[config.mk]
export PLATFORM = sky130hd
export DESIGN_NAME = seg_xlate_top
export DESIGN_NICKNAME = d
export VERILOG_FILES = /design/src/rtl/seg_pkg.sv /design/src/rtl/seg_table.sv /design/src/rtl/seg_check.sv /design/src/rtl/seg_xlate_top.sv
export SDC_FILE = /design/constraint.sdc
export NUM_CORES = 1
export LEC_CHECK = 0
export ABC_AREA = 1
export ABC_CLOCK_PERIOD_IN_PS = 2550
export BUFFER_PORTS_ARGS = -buffer_cell sky130_fd_sc_hd__buf_4
export CORE_UTILIZATION = 30
export CTS_CLUSTER_DIAMETER = 150
export CTS_CLUSTER_SIZE = 40
export DETAILED_ROUTE_END_ITERATION = 8
export PLACE_DENSITY_LB_ADDON = 0.1
export SYNTH_ARGS = -nofsm -noshare
export SYNTH_HDL_FRONTEND = slang
export SYNTH_HIERARCHICAL = 1
export SYNTH_SLANG_ARGS = --single-unit
[constraint.sdc]
create_clock -name clk -period 2.55 [get_ports clk]
set_input_delay 0.255 -clock clk [delete_from_list [all_inputs] [get_ports clk]]
set_output_delay 0.255 -clock clk [all_outputs]
set_load 0.01 [all_outputs]
[src/rtl/seg_pkg.sv]
package seg_pkg;

    typedef enum logic [1:0] {
        RT_NONE  = 2'b00,
        RT_READ  = 2'b01,
        RT_WRITE = 2'b10,
        RT_EXEC  = 2'b11
    } rights_t;

    typedef enum logic [1:0] {
        FC_OK    = 2'b00,
        FC_BOUND = 2'b01,
        FC_PERM  = 2'b10
    } fault_t;

    typedef enum logic [1:0] {
        ST_IDLE  = 2'b00,
        ST_GRANT = 2'b01,
        ST_FAULT = 2'b10
    } xl_state_t;

endpackage

[src/rtl/seg_table.sv]
module seg_table
    import seg_pkg::*;
#(
    parameter int SEG_W = 3,
    parameter int OFF_W = 13,
    parameter int PA_W  = 20
) (
    input  logic             clk,
    input  logic             rst_n,
    input  logic             we,
    input  logic             clr,
    input  logic             priv,
    input  logic [SEG_W-1:0] wseg,
    input  logic [PA_W-1:0]  wbase,
    input  logic [OFF_W-1:0] wsize,
    input  rights_t          wrights,
    input  logic [SEG_W-1:0] rseg,
    output logic [PA_W-1:0]  rbase,
    output logic [OFF_W-1:0] rsize,
    output rights_t          rrights,
    output logic             denied
);
    localparam int SEGS = 1 << SEG_W;

    logic [PA_W-1:0]  base_q   [SEGS];
    logic [OFF_W-1:0] size_q   [SEGS];
    rights_t          rights_q [SEGS];
    logic             denied_q;

    always_ff @(posedge clk or negedge rst_n) begin
        if (!rst_n) begin
            for (int i = 0; i < SEGS; i++) begin
                base_q[i]   <= '0;
                size_q[i]   <= '0;
                rights_q[i] <= RT_NONE;
            end
        end else if (priv) begin
            for (int i = 0; i < SEGS; i++) begin
                if (we && (wseg == SEG_W'(i))) begin
                    base_q[i]   <= wbase;
                    size_q[i]   <= wsize;
                    rights_q[i] <= wrights;
                end else if (clr) begin
                    rights_q[i] <= RT_NONE;
                end
            end
        end
    end

    always_ff @(posedge clk or negedge rst_n) begin
        if (!rst_n) denied_q <= 1'b0;
        else        denied_q <= (we || clr) && !priv;
    end

    assign rbase   = base_q[rseg];
    assign rsize   = size_q[rseg];
    assign rrights = rights_q[rseg];
    assign denied  = denied_q;

    generate
        for (genvar g = 0; g < SEGS; g++) begin : g_entry_chk

            user_keeps_entry_chk: assert property (@(posedge clk) disable iff (!rst_n)
                !priv |=> (rights_q[g] == $past(rights_q[g])) && (base_q[g] == $past(base_q[g])));

            wipe_clears_entry_chk: assert property (@(posedge clk) disable iff (!rst_n)
                (priv && clr && !(we && wseg == SEG_W'(g))) |=> rights_q[g] == RT_NONE);
        end
    endgenerate

endmodule

[src/rtl/seg_check.sv]
module seg_check
    import seg_pkg::*;
#(
    parameter int SEG_W = 3,
    parameter int OFF_W = 13,
    parameter int PA_W  = 20
) (
    input  logic [SEG_W+OFF_W-1:0] vaddr,
    input  logic [1:0]             acc,
    input  logic [PA_W-1:0]        base,
    input  logic [OFF_W-1:0]       size,
    input  rights_t                rights,
    output logic [SEG_W-1:0]       seg,
    output logic [PA_W-1:0]        paddr,
    output fault_t                 cause
);
    localparam int VA_W = SEG_W + OFF_W;

    logic [OFF_W-1:0] offset;
    logic             over_bound;
    logic             allowed;

    assign seg    = vaddr[VA_W-1:OFF_W];
    assign offset = vaddr[OFF_W-1:0];

    always_comb begin
        over_bound = offset > size;
        allowed    = (rights != RT_NONE) && (rights == rights_t'(acc));
        paddr      = base + PA_W'(offset);
        if (over_bound)    cause = FC_BOUND;
        else if (!allowed) cause = FC_PERM;
        else               cause = FC_OK;
    end

endmodule

[src/rtl/seg_xlate_top.sv]
module seg_xlate_top
    import seg_pkg::*;
#(
    parameter int SEG_W = 3,
    parameter int OFF_W = 13,
    parameter int PA_W  = 20
) (
    input  logic                   clk,
    input  logic                   rst_n,
    input  logic                   req_valid,
    input  logic [SEG_W+OFF_W-1:0] req_vaddr,
    input  logic [1:0]             req_acc,
    output logic                   rsp_valid,
    output logic [PA_W-1:0]        rsp_paddr,
    output logic [1:0]             rsp_fault,
    input  logic                   cfg_we,
    input  logic                   cfg_clr,
    input  logic                   cfg_priv,
    input  logic [SEG_W-1:0]       cfg_seg,
    input  logic [PA_W-1:0]        cfg_base,
    input  logic [OFF_W-1:0]       cfg_size,
    input  logic [1:0]             cfg_rights,
    output logic                   cfg_denied
);
    logic [SEG_W-1:0] look_seg;
    logic [PA_W-1:0]  tbl_base;
    logic [OFF_W-1:0] tbl_size;
    rights_t          tbl_rights;
    logic [PA_W-1:0]  calc_paddr;
    fault_t           calc_cause;

    xl_state_t        state_q, state_d;
    logic [PA_W-1:0]  paddr_q;
    fault_t           cause_q;

    seg_table #(.SEG_W(SEG_W), .OFF_W(OFF_W), .PA_W(PA_W)) table_i (
        .clk     (clk),
        .rst_n   (rst_n),
        .we      (cfg_we),
        .clr     (cfg_clr),
        .priv    (cfg_priv),
        .wseg    (cfg_seg),
        .wbase   (cfg_base),
        .wsize   (cfg_size),
        .wrights (rights_t'(cfg_rights)),
        .rseg    (look_seg),
        .rbase   (tbl_base),
        .rsize   (tbl_size),
        .rrights (tbl_rights),
        .denied  (cfg_denied)
    );

    seg_check #(.SEG_W(SEG_W), .OFF_W(OFF_W), .PA_W(PA_W)) check_i (
        .vaddr  (req_vaddr),
        .acc    (req_acc),
        .base   (tbl_base),
        .size   (tbl_size),
        .rights (tbl_rights),
        .seg    (look_seg),
        .paddr  (calc_paddr),
        .cause  (calc_cause)
    );

    always_comb begin
        if (!req_valid)              state_d = ST_IDLE;
        else if (calc_cause != FC_OK) state_d = ST_FAULT;
        else                          state_d = ST_GRANT;
    end

    always_ff @(posedge clk or negedge rst_n) begin
        if (!rst_n) begin
            state_q <= ST_IDLE;
            paddr_q <= '0;
            cause_q <= FC_OK;
        end else begin
            state_q <= state_d;
            paddr_q <= calc_paddr;
            cause_q <= calc_cause;
        end
    end

    always_comb begin
        rsp_valid = 1'b0;
        rsp_paddr = '0;
        rsp_fault = FC_OK;
        unique case (state_q)
            ST_IDLE:  ;
            ST_GRANT: begin
                rsp_valid = 1'b1;
                rsp_paddr = paddr_q;
            end
            ST_FAULT: begin
                rsp_valid = 1'b1;
                rsp_fault = cause_q;
            end
            default:  ;
        endcase
    end


    resp_latency_chk: assert property (@(posedge clk) disable iff (!rst_n)
        req_valid |=> rsp_valid);

    idle_quiet_chk: assert property (@(posedge clk) disable iff (!rst_n)
        !req_valid |=> !rsp_valid && rsp_fault == 2'b00 && rsp_paddr == '0);

    fault_no_addr_chk: assert property (@(posedge clk) disable iff (!rst_n)
        (rsp_fault != 2'b00) |-> (rsp_paddr == '0) && $onehot0(rsp_fault));

    bound_first_chk: assert property (@(posedge clk) disable iff (!rst_n)
        (req_valid && req_vaddr[OFF_W-1:0] > tbl_size) |=> rsp_fault == 2'b01);

    denied_pulse_chk: assert property (@(posedge clk) disable iff (!rst_n)
        ((cfg_we || cfg_clr) && !cfg_priv) |=> cfg_denied);

endmodule

Word level (Yosys, flattened, before mapping) --
Cells that the tools add are included.
Cells by class: $add $sub $neg 1, $mul 0, div/mod/pow operators 0, $lt $le $gt $ge 2, equality and inequality tests 10, shifts and indexed selects 0, multiplexer cells 25, bitwise operators 1, reductions and logical operators 40
Operator list (number):
- binary-select mux 20 bit (select 3 bit) | 1
- 2-to-1 mux 20 bit | 3
- binary-select mux 13 bit (select 3 bit) | 1
- 2-to-1 mux 2 bit | 16
- AND reduction 2 bit | 16
- 2-to-1 mux 13 bit | 2
- adder 20 x 13 -> 20 bit | 1
- nonzero test 2 bit | 10
- greater-than comparator 13 bit | 1
- == test 3 bit (second input constant) | 4
- logical AND 1 bit | 10
- binary-select mux 2 bit (select 3 bit) | 1
- == test 3 x 2 -> 1 bit (second input constant) | 2
- >= comparator 4 bit (second input constant) | 1
- NOT 3 -> 4 bit | 1
- == test 3 x 1 -> 1 bit (second input constant) | 1
- zero test 3 bit | 1
- == test 2 x 1 -> 1 bit (second input constant) | 1
- == test 2 bit | 1
- == test 2 bit (second input constant) | 1
- OR reduction 2 bit | 1
- zero test 1 bit | 1
- logical OR 1 bit | 1
- 2-to-1 mux 1 bit | 1
Storage, ports and cells: register bits 305, bits in latches 0, memory bits (writable) 0, bits in read-only memories 0, input port bits 62, output and inout bits 24, logic and storage cells 107, memories kept 0

Longest topological paths before layout --
depth in word-level cells 11, depth in mapped cells 22, depth with buffers taken out 18

Hierarchy --
Netlist, hierarchy kept.
By module, submodules not included:
- seg_table | instances 1, cells each 1901, area each 13808.2 um^2, sequential area each 7031.7 um^2
- seg_check | instances 1, cells each 261, area each 1406.3 um^2, sequential area each 0.0 um^2
- seg_xlate_top | instances 1, cells each 82, area each 850.8 um^2, sequential area each 600.6 um^2

Least setup slack after synthesis --
Ideal clock, no wire load.
path kind input port to flip-flop, start in req_vaddr[13], end reg paddr_q[16], arrival time 2.338 ns, path slack 0.095 ns, cell stages on the path 20, buffers on the path 4, cell sequence buf_4 -> buf_2 -> inv_2 -> buf_2 -> buf_2 -> nand2_1 -> nand3_1 -> nand2_1 -> nand2_1 -> nand2_1 -> ha_1 -> fa_1 -> nand3_1 -> nand3_1 -> nand2_1 -> nand2_1 -> nand3_1 -> nand2_1 -> nand2_1 -> nand2_1
Between the ends: word-level cells in the longest chain between the ends 5
RTL lines:
- start, declared | RTL line seg_xlate_top.sv:11 | input logic [SEG_W+OFF_W-1:0] req_vaddr,
- NOT 3 -> 4 bit (implied by the code) | RTL line seg_table.sv:55 | assign rbase = base_q[rseg];
- binary-select mux 20 bit (select 3 bit) | RTL line seg_table.sv:55
- 2-to-1 mux 20 bit (implied by the code) (2 in series) | RTL line seg_table.sv:55
- net tbl_base[0] | RTL line seg_xlate_top.sv:26 | logic [PA_W-1:0] tbl_base;
- adder 20 x 13 -> 20 bit | RTL line seg_check.sv:29 | paddr = base + PA_W'(offset);
- net calc_paddr[16] | RTL line seg_xlate_top.sv:29 | logic [PA_W-1:0] calc_paddr;
- end signal, assigned | RTL line seg_xlate_top.sv:77 | paddr_q <= calc_paddr;
- end, declared | RTL line seg_xlate_top.sv:33 | logic [PA_W-1:0] paddr_q;
The timed path passes the listed nets, and every way through them passes these cells. The select of a mux whose other input is x is not followed. A chain may end at the register's enable or synchronous reset.

Final worst setup path --
start reg state_q[1], end out rsp_paddr[16]
Between the ends: word-level cells in the longest chain between the ends 2
RTL lines:
- start, declared | RTL line seg_xlate_top.sv:32 | xl_state_t state_q, state_d;
- start signal, assigned | RTL line seg_xlate_top.sv:76 | state_q <= state_d;
- == test 2 x 1 -> 1 bit | RTL line seg_xlate_top.sv:86 | unique case (state_q)
- 2-to-1 mux 20 bit | RTL line seg_xlate_top.sv:86
- end, declared | RTL line seg_xlate_top.sv:14 | output logic [PA_W-1:0] rsp_paddr,
No other way between the ends.

==> summary.txt <==
Worst setup path
  • Max FO, Critical Path: 20
  • R2R depth: 14
  • Critical path class: reg -> out
  • Most used cell, CP: inv_1
  • Crit-path slowest cell: ha_1
  • CP arrival: 1.96 ns
  • R2r endpoint: paddr_q[8]$_DFF_PN0_
  • WP data required: 2.30 ns
  • Max incr delay on CP: 0.57 ns
  • Worst setup path startpoint: state_q[1]$_DFF_PN0_
  • Worst reg2reg startpoint: table_i/base_q[0]$_DFFE_PN0P_
  • R2r setup slk: 0.36 ns
  • Startpoint Class: flop
  • Critical path endpoint category: output pin
  • Worst-path cell chain: inv_1 -> ha_1 -> nand2_1 -> inv_1 -> buf_4

Floorplan
  • Num rows: 84
  • Total core area: 52,800 um2
  • I/O Pins: 86
  • Die Span Y: 233 um
  • Die X: 233 um
  • Initial core utilization: 30.4%
  • Die area: 54,500 um2

Global route
  • Met1 GRT Util: 27.0%
  • Met2 Use GR: 27.7%
  • Total Routing Usage GR: 17.8%
  • Most Crowded Layer GR: met2
  • Vias in the first global route: 13,300
  • Routing usage on met3: 1.65%
  • First-pass GRT wire length: 75,900 um
  • Antenna violations before repair: 2
  • Largest net degree at the start of global routing: 71
  • Total grt overflow: 0

Synthesis
  • Register area share after synthesis: 47.5%
  • Count leader, synth: nand2_1
  • Synth area leader: dfrtp_1
  • Yosys top cell area share: 47.5%
  • Ys flop type: dfrtp_1
  • Library cells used by synthesis: 30
  • Synthesized net count: 2,335
  • Yosys warns: 6
  • Yosys reg bits: 305
  • Cell Area, Synth: 16,100 um2
  • Syn Inst Count: 2,244
  • Ys async rst share: 100%
  • Avg Inst Size Synth: 7.16 um2
  • Post-synth top cells: 852 x nand2_1, 396 x inv_1, 305 x dfrtp_1
  • Top cells by area, synth: dfrtp_1 48%, nand2_1 20%, inv_1 9.3%
  • Number of synthesized flops with an enable pin: 0

Clock network
  • H-Tree Depth: 1
  • CTS Hold Bufs: 5
  • Max Buffers Root-to-Sink: 3
  • Clock sink count: 305
  • Clk slew on worst S/H paths: 0.14 ns
  • Post-CTS sizing: 0
  • Setup repair bufs after CTS: 0
  • CTS tree: built
  • Root Driver: clkbuf_16
  • Num CTS Buffers: 11
  • Worst skew pair latency: 0.53 ns

Routing
  • Iter 0 DRT Violations: 948
  • Vias per inst: 4.49
  • Drt wl/cell: 15.7 um
  • Via count: 13,400
  • Residual DRC count: 22
  • Post-route antenna net violation count: 0
  • Post-Route WL: 46,900 um
  • DRT Pass-1 Iters: 7

Outcome
  • Failing checks: DRC
  • Status: complete, but fails checks

STA
  • Setup TNS: 0 ns
  • Slew at the pin closest to its max-slew limit: 0.780 ns
  • Final setup vio count: 0
  • Final Critical Period: 2.21 ns
  • Period utilization: 86.8%
  • Fin. Hold Viols: 0
  • Worst Skew: 0.0151 ns
  • FMAX: 452 MHz
  • RSZ-0062 raised after global routing: false
  • Min Hold Slack: 0.0612 ns
  • Setup ws final: 0.336 ns
  • Max-slew violation count: 0
  • Slew margin rel.: 47.8%

Final layout
  • Final #Nets: 2,399
  • Layout cell share with drive strength beyond 1: 9.09%
  • Fin area: 18,200 um2
  • Inserted Diodes: 0
  • Non-filler instance count after layout: 2,997
  • Layout Utilization: 34.5%
  • Area Growth Syn to Fin: 13.4%

Pwr
  • Total Power: 11.6 mW
  • Leakage Power: 10.1 nW
  • Power Dens Cells: 638 nW/um2
  • Worst VDD drop: 0.000392 V

Place
  • Dpl ws: 0.0528 ns
  • Placer Congestion: 0.820
  • Detailed placement HPWL: 30,800 um
  • Cell Area, Placed: 17,900 um2
  • Port Buf Inserts: 85
  • Placed cell count: 2,978

Worst hold path
  • Hold Crit Class: in -> reg
  • WHS Endpoint: paddr_q[1]$_DFF_PN0_
  • Hold Crit Depth: 2
  • Hold_sp: req_vaddr[1]

Run
  • Max-Cap Viols: 0
[per-layer routing]
layer / part of all wire [%] / wire (um) / vias up
li1: - / - / 6890
met1: 53 / 24700 / 6319
met2: 43 / 20100 / 204
met3: 3.6 / 1710 / 27
met4: 0.90 / 422 / 2
met5: 0.036 / 17 / -
[logic make-up after synthesis]
| family | count (synthesis) | synth area share [%] |
|---|---|---|
| buf+inv | 520 | 12.9 |
| fa+ha+maj | 29 | 2.31 |
| simple gates | 1084 | 27.3 |
| compound gates | 294 | 9.34 |
| flops | 305 | 47.5 |
| xor+xnor | 12 | 0.654 |
[flip-flops by register name, indices dropped and copies added, names as in the netlist]
name              flops
table_i/base_q      160
cause_q               2
table_i/rights_q     16
state_q               2
table_i/denied        1
paddr_q              20
table_i/size_q      104
[worst max-delay path by stage]
stage	slack, ns	to	cells after the start
4_1_cts	0.23	rsp_paddr[16]	5
3_3_place_gp	0.07	state_q[0]$_DFF_PN0_	19
6_report	0.34	rsp_paddr[16]	5
5_1_grt	0.13	state_q[0]$_DFF_PN0_	18
3_5_place_dp	0.05	paddr_q[18]$_DFF_PN0_	17
2_1_floorplan	0.1	paddr_q[16]$_DFF_PN0_	20
[placed cells by master, fill, tap and decap left out, drive strengths merged, types with 3 or more instances in the layout]
master	netlist	layout
a21oi	16	16
buf	56	162
clkbuf	60	11
dfrtp	305	305
dlygate4sd3	0	5
ha	28	28
inv	403	404
nand2	861	861
nand3	178	178
nand4	3	3
nor2	34	34
nor3	6	6
o21ai	274	274
xor2	12	12
[worst max-delay path: cells and delay by family (launching register included)]
kind          cells  cell delay (ns)
fa+ha+maj         1             0.57
simple gates      1             0.18
buf+inv           3             0.27
flops             1             0.42
[power breakdown]
part	internal, mW	total [mW]	switching, mW
logic	1.21	3.00	1.79
clock network	0.808	2.35	1.54
registers	5.80	6.28	0.481
total	7.81	11.6	3.81
[area by class of cell]
type / count / area [um2]
fill: 5772 / 34500
sequential: 305 / 7630
multi-input combinational: 1419 / 6370
timing repair buffer: 167 / 1540
inverter: 404 / 1520
tap: 688 / 861
clock buffer: 11 / 275
clock inverter: 3 / 21.3
No activity file was read; power rests on OpenSTA's default activity.
